## config.mk

```make
export PLATFORM = sky130hd
export DESIGN_NAME = cfg_serializer
export DESIGN_NICKNAME = d
export VERILOG_FILES = /design/src/rtl/cfgser_pkg.sv /design/src/rtl/cfgser_clkgen.sv /design/src/rtl/cfgser_shifter.sv /design/src/rtl/cfgser_addrgen.sv /design/src/rtl/cfg_serializer.sv
export SDC_FILE = /design/constraint.sdc
export NUM_CORES = 1
export LEC_CHECK = 0
export BUFFER_PORTS_ARGS = -buffer_cell sky130_fd_sc_hd__clkbuf_2
export CAP_MARGIN = 10
export CORE_ASPECT_RATIO = 0.9
export CORE_MARGIN = 4
export CORE_UTILIZATION = 51
export DETAILED_ROUTE_END_ITERATION = 10
export PLACE_DENSITY = 0.86
export SLEW_MARGIN = 20
export SYNTH_ARGS = -nofsm -noshare
export SYNTH_HDL_FRONTEND = slang
export SYNTH_SLANG_ARGS = --single-unit
```

## constraint.sdc

```tcl
create_clock -name clk -period 1.97 [get_ports clk]
set_clock_uncertainty 0.1 [all_clocks]
set_input_delay 0.0985 -clock clk [delete_from_list [all_inputs] [get_ports clk]]
set_output_delay 0.0985 -clock clk [all_outputs]
set_load 0.02 [all_outputs]
```

## src/rtl/cfgser_pkg.sv

```systemverilog
package cfgser_pkg;
  localparam int unsigned BITS_PER_BYTE = 8;

  typedef enum logic {
    ST_IDLE = 1'b0,
    ST_SEND = 1'b1
  } ser_state_e;

  typedef enum logic {
    SRC_MEMORY = 1'b0,
    SRC_HOST   = 1'b1
  } ser_src_e;
endpackage

```

## src/rtl/cfgser_clkgen.sv

```systemverilog
module cfgser_clkgen #(
  parameter int unsigned HALF_CYC = 2
) (
  input  logic clk,
  input  logic rst_n,
  input  logic run_i,
  output logic cclk_o,
  output logic fall_tick_o
);
  localparam int unsigned CW = (HALF_CYC > 1) ? $clog2(HALF_CYC) : 1;
  localparam logic [CW-1:0] PH_LAST = CW'(HALF_CYC - 1);

  logic [CW-1:0] ph_q;
  logic          cclk_q;
  logic          ph_end;

  assign ph_end = (ph_q == PH_LAST);

  always_ff @(posedge clk or negedge rst_n) begin
    if (!rst_n) begin
      ph_q   <= '0;
      cclk_q <= 1'b0;
    end else if (!run_i) begin
      ph_q   <= '0;
      cclk_q <= 1'b0;
    end else if (ph_end) begin
      ph_q   <= '0;
      cclk_q <= ~cclk_q;
    end else begin
      ph_q <= ph_q + CW'(1);
    end
  end

  assign cclk_o      = cclk_q;
  assign fall_tick_o = run_i & ph_end & cclk_q;

  generate
    if (HALF_CYC > 1) begin : g_phase_chk
      // a freshly risen clock holds high for more than one cycle
      a_r5_high_phase: assert property (@(posedge clk) disable iff (!rst_n)
        $rose(cclk_q) |=> cclk_q);
      // a freshly fallen clock within a run holds low for more than one cycle
      a_r5_low_phase: assert property (@(posedge clk) disable iff (!rst_n)
        ($fell(cclk_q) && run_i) |=> !cclk_q);
    end
  endgenerate
endmodule

```

## src/rtl/cfgser_shifter.sv

```systemverilog
module cfgser_shifter #(
  parameter int unsigned W = 8
) (
  input  logic         clk,
  input  logic         rst_n,
  input  logic         load_i,
  input  logic [W-1:0] data_i,
  input  logic         shift_i,
  output logic         dout_o,
  output logic         last_o
);
  localparam int unsigned CNTW = (W > 1) ? $clog2(W) : 1;
  localparam logic [CNTW-1:0] CNT_LAST = CNTW'(W - 1);

  logic [W-1:0]    sreg_q;
  logic [CNTW-1:0] cnt_q;

  always_ff @(posedge clk or negedge rst_n) begin
    if (!rst_n) begin
      sreg_q <= '0;
      cnt_q  <= '0;
    end else if (load_i) begin
      sreg_q <= data_i;
      cnt_q  <= '0;
    end else if (shift_i) begin
      sreg_q <= {sreg_q[W-2:0], 1'b0};
      cnt_q  <= (cnt_q == CNT_LAST) ? '0 : cnt_q + CNTW'(1);
    end
  end

  assign dout_o = sreg_q[W-1];
  assign last_o = (cnt_q == CNT_LAST);

  // the top bit of a loaded byte is presented first
  a_r3_msb_first: assert property (@(posedge clk) disable iff (!rst_n)
    load_i |=> (dout_o == $past(data_i[W-1])));
endmodule

```

## src/rtl/cfgser_addrgen.sv

```systemverilog
module cfgser_addrgen #(
  parameter int unsigned AW = 16
) (
  input  logic          clk,
  input  logic          rst_n,
  input  logic          inc_i,
  output logic [AW-1:0] addr_o
);
  logic [AW-1:0] addr_q;

  always_ff @(posedge clk or negedge rst_n) begin
    if (!rst_n)     addr_q <= '0;
    else if (inc_i) addr_q <= addr_q + AW'(1);
  end

  assign addr_o = addr_q;

  // the address only ever moves forward by one
  a_r8_addr_step: assert property (@(posedge clk) disable iff (!rst_n)
    !$stable(addr_q) |-> (addr_q == $past(addr_q) + AW'(1)));
endmodule

```

## src/rtl/cfg_serializer.sv

```systemverilog
module cfg_serializer
  import cfgser_pkg::*;
#(
  parameter int unsigned ADDR_W   = 16,
  parameter int unsigned HALF_CYC = 2
) (
  input  logic                     clk,
  input  logic                     rst_n,
  input  logic                     mode_i,
  input  logic                     stop_i,
  output logic [ADDR_W-1:0]        mem_addr_o,
  input  logic [BITS_PER_BYTE-1:0] mem_data_i,
  input  logic                     host_cs_i,
  input  logic                     host_wr_i,
  input  logic [BITS_PER_BYTE-1:0] host_data_i,
  output logic                     busy_o,
  output logic                     cclk_o,
  output logic                     dout_o
);
  localparam int unsigned BW = BITS_PER_BYTE;

  ser_state_e      state_q;
  ser_src_e        src_q;
  logic            host_fire;
  logic            start_mem;
  logic            start_host;
  logic            load;
  logic [BW-1:0]   load_data;
  logic            fall_tick;
  logic            last_bit;
  logic            byte_done;
  logic            running;

  assign host_fire  = host_cs_i & host_wr_i;
  assign start_mem  = (state_q == ST_IDLE) && (mode_i == SRC_MEMORY) && !stop_i;
  assign start_host = (state_q == ST_IDLE) && (mode_i == SRC_HOST) && host_fire;
  assign load       = start_mem | start_host;
  assign load_data  = start_mem ? mem_data_i : host_data_i;
  assign running    = (state_q == ST_SEND);
  assign byte_done  = running && fall_tick && last_bit;

  always_ff @(posedge clk or negedge rst_n) begin
    if (!rst_n) begin
      state_q <= ST_IDLE;
      src_q   <= SRC_MEMORY;
    end else begin
      case (state_q)
        ST_IDLE: if (load) begin
          state_q <= ST_SEND;
          src_q   <= start_mem ? SRC_MEMORY : SRC_HOST;
        end
        ST_SEND: if (byte_done) state_q <= ST_IDLE;
        default: state_q <= ST_IDLE;
      endcase
    end
  end

  cfgser_clkgen #(.HALF_CYC(HALF_CYC)) u_clkgen (
    .clk         (clk),
    .rst_n       (rst_n),
    .run_i       (running),
    .cclk_o      (cclk_o),
    .fall_tick_o (fall_tick)
  );

  cfgser_shifter #(.W(BW)) u_shifter (
    .clk     (clk),
    .rst_n   (rst_n),
    .load_i  (load),
    .data_i  (load_data),
    .shift_i (fall_tick),
    .dout_o  (dout_o),
    .last_o  (last_bit)
  );

  cfgser_addrgen #(.AW(ADDR_W)) u_addrgen (
    .clk    (clk),
    .rst_n  (rst_n),
    .inc_i  (byte_done && (src_q == SRC_MEMORY)),
    .addr_o (mem_addr_o)
  );

  assign busy_o = running;

  // the serial clock idles low outside a burst
  a_r2_idle_low: assert property (@(posedge clk) disable iff (!rst_n)
    !busy_o |-> !cclk_o);
  // data moves only on a falling clock or at a byte load
  a_r4_dout_timing: assert property (@(posedge clk) disable iff (!rst_n)
    !$stable(dout_o) |-> ($fell(cclk_o) || $rose(busy_o)));
  // a started burst keeps busy for more than one cycle
  a_r6_busy_span: assert property (@(posedge clk) disable iff (!rst_n)
    $rose(busy_o) |=> busy_o);
  // stop between fetched bytes keeps the block idle
  a_r9_stop_hold: assert property (@(posedge clk) disable iff (!rst_n)
    (!busy_o && stop_i && (mode_i == SRC_MEMORY)) |=> !busy_o);
endmodule

```

==> impl_metrics.sql <==
INSERT INTO impl_metrics (metric_group, metric, value, unit) VALUES
('setup_path', 'timing.critical_path.to_type', 'register', ''),
('finish', 'layout-drive-gt1-share', '0.3030', ''),
('power', 'total_switching_power', '0.6045', 'mW'),
('timing', 'finalWorstSetupSlack', '0.1992', 'ns'),
('clock_tree', 'cts_resized', '0', ''),
('yosys', 'syn_inst', '131', ''),
('power', 'comb_power_share', '0.315', ''),
('global_route', 'grt.overflow.total', '0', ''),
('timing', 'timing_max_transition_violations_final', '0', ''),
('power', 'clkPwrFrac', '0.222', ''),
('timing', 'finalSetupViolCount', '0', ''),
('die', 'rows', '18', ''),
('yosys', 'synth_mux_area_frac', '0.1581', ''),
('clock_tree', 'cts_buffers', '5', ''),
('setup_path', 'cp.required', '2.13', 'ns'),
('setup_path', 'crit_path_arrival_time', '1.93', 'ns'),
('setup_path', 'critical-path-top-cell-by-count', 'ha_1', ''),
('yosys', 'synth_sequential_area_ratio', '0.5078', ''),
('timing', 'final_period_minus_worst_setup_slack', '1.771', 'ns'),
('die', 'die_height', '59.92', 'um'),
('place', 'post-place-ws', '0.2130', 'ns'),
('drt', 'via_per_inst', '4.941', ''),
('die', 'die_area', '3936', 'sq um'),
('finish', 'fillCellCount', '195', ''),
('place', 'detailed_place_hpwl', '2118', 'um'),
('yosys', 'synth_top_cell_by_area', 'dfrtp_1', ''),
('yosys', 'synthesized_net_count', '156', ''),
('yosys', 'yosys.area_share.xor_xnor', '0.09173', ''),
('yosys', 'synth_compound_area_frac', '0.02539', ''),
('power', 'power_frac_seq', '0.463', ''),
('yosys', 'ys_async_sr_fraction', '1.000', ''),
('yosys', 'netlist.area_leader.share', '0.5078', ''),
('timing', 'worst-slew-pin-transition', '0.7389', 'ns'),
('finish', 'layout.cells.most_common_list', 'clkbuf_2 (40), dfrtp_1 (31), mux2i_1 (23)', ''),
('global_route', 'first_global_vias', '1153', ''),
('yosys', 'synth.area.top_cells', 'dfrtp_1 (51%), mux2i_1 (15%), xnor2_1 (5.7%), nand2_1 (3.4%), xor2_1 (3.4%)', ''),
('yosys', 'yosysUniqueCellTypes', '30', ''),
('timing', 'hold_viol_final', '0', ''),
('power', 'power.internal', '1.270', 'mW'),
('finish', 'nets', '222', ''),
('finish', 'layout-area-overhead-vs-synth', '33.66', '%'),
('global_route', 'grt_pass1_wl', '4954', 'um'),
('clock_tree', 'clock_latency', '0.33', 'ns'),
('setup_path', 'critical_path_class', 'register to register', ''),
('global_route', 'grt_usage', '0.1704', ''),
('setup_path', 'crit_slowest_cell', 'or4_4', ''),
('drt', 'drc_viols', '0', ''),
('yosys', 'largest_family_of_logic_cells_by_synthesized_area', 'simple AND/OR/NAND/NOR gates', ''),
('yosys', 'syn_area', '1528', 'sq um'),
('clock_tree', 'cts.reportedPaths.clkPinSlew', '0.09', 'ns'),
('clock_tree', 'cts.htree.levels', '2', ''),
('yosys', 'synth_edf_count', '0', ''),
('setup_path', 'crit_chain', 'ha_1 -> ha_1 -> nand2_1 -> or4_4 -> nor3_4 -> xor2_1', ''),
('die', 'boundaryPins', '41', ''),
('clock_tree', 'tritoncts_num_sinks', '31', ''),
('timing', 'min_period_over_period', '0.8989', ''),
('die', 'core_area', '2815', 'sq um'),
('status', 'run_status', 'complete, no violations', ''),
('finish', 'multi_input_comb_area', '715.7', 'sq um'),
('yosys', 'synth_simple_gate_area_frac', '0.1687', ''),
('power', 'netSwitchingFraction', '0.3224', ''),
('place', 'finalWeightedCongestion', '0.7615', ''),
('run', 'maxCapViolations', '0', ''),
('timing', 'grt_setup_unrepaired', 'no', ''),
('setup_path', 'family_with_the_most_delay_on_the_worst_path', 'simple AND/OR/NAND/NOR gates', ''),
('yosys', 'avgSynthCellArea', '11.66', 'sq um'),
('clock_tree', 'max-clock-path-buffers', '2', ''),
('setup_path', 'critPathMaxStageDelay', '0.49', 'ns'),
('finish', 'antenna_cells', '0', ''),
('power', 'ir_drop_worst_vdd', '0.4868', 'mV'),
('drt', 'dr.first_iter.drc_count', '62', '');
[power by group through the flow]
stage                     combinational [mW]  sequential [mW]  clock (mW)
after floorplan                        0.380            0.897           0
after global placement                 0.540            0.872           0
after detailed placement               0.561            0.884           0
after CTS                              0.599            0.871       0.428
after global routing                   0.657            0.888       0.450
final                                  0.590            0.868       0.417
[metrics by stage]
stage          instances  cell area, sq um  hold slack [ns]
5_1_grt              238              2042           0.2664
3_3_place_gp         211              1783          0.08873
2_1_floorplan        131              1528          -0.2971
3_5_place_dp         211              1783           0.1003
4_1_cts              238              2042           0.2320
6_report             238              2042           0.2412
[metal layers]
layer	share of wire	vias to the layer above	wire length (um)	GRT usage
met5	0	-	0	0
met4	0.020	0	60	0.08876
met3	0.063	7	189	0.05075
met2	0.50	46	1479	0.2971
met1	0.42	534	1255	0.1882
li1	-	589	-	-
[area by class of cell]
class,count,area share
Sequential cell,31,0.3799
Multi-Input combinational cell,94,0.3505
Timing Repair Buffer,64,0.2096
Clock buffer,8,0.03370
Tap cell,40,0.02451
Inverter,1,0.001838
[registers in the layout, indices dropped and copies added (netlist names)]
signal and cells:
busy_o 1, src_q 1, u_addrgen.addr_o 16, u_clkgen.cclk_o 1
u_clkgen.ph_end 1, u_shifter.cnt_q 3, u_shifter.sreg_q 8
[worst paths after layout]
path | slack, ns | from | endpoint | depth (start not counted)
min in group asynchronous | 0.26 | rst_n | u_addrgen.addr_o[5] | 2
worst max register to register | 0.20 | u_shifter.cnt_q[0] | u_addrgen.addr_o[14] | 6
max in group asynchronous | 1.05 | rst_n | u_shifter.cnt_q[0] | 2
worst min-delay path | 0.24 | host_wr_i | u_shifter.cnt_q[2] | 5
worst min register to register | 0.37 | u_addrgen.addr_o[15] | u_addrgen.addr_o[15] | 1
worst max-delay path | 0.20 | u_shifter.cnt_q[0] | u_addrgen.addr_o[14] | 6
[kinds of logic (layout without fill, tap and decap cells)]
| kind of cell | Yosys count | after routing |
|---|---|---|
| XOR/XNOR | 16 | 16 |
| AO/OA/AOI/OAI | 7 | 7 |
| AND/OR/NAND/NOR | 44 | 44 |
| adder cells (fa/ha/maj) | 3 | 3 |
| flip-flops | 31 | 31 |
| buffers and inverters | 6 | 73 |
| multiplexers | 24 | 24 |
[worst min-delay path: stages]
cell and delay [ns]:
clkbuf_2 0.09, a31oi_1 0.07, nor2_1 0.09, buf_4 0.22, a21oi_1 0.06
[cells in the mapped netlist (all sizes together) (2+ instances only)]
master / number
a21oi: 3
buf: 4
dfrtp: 31
ha: 3
mux2i: 23
nand2: 14
nand3: 3
nand4: 7
nor2: 8
nor3: 6
o21ai: 2
xnor2: 10
xor2: 6
[repair_timing]
action / in CTS / in global routing
hold endpoints to repair: 40 / 0
setup endpoints to repair: 0 / 0
hold buffers: 19 / 0
No activity file was read; power rests on OpenSTA's default activity.
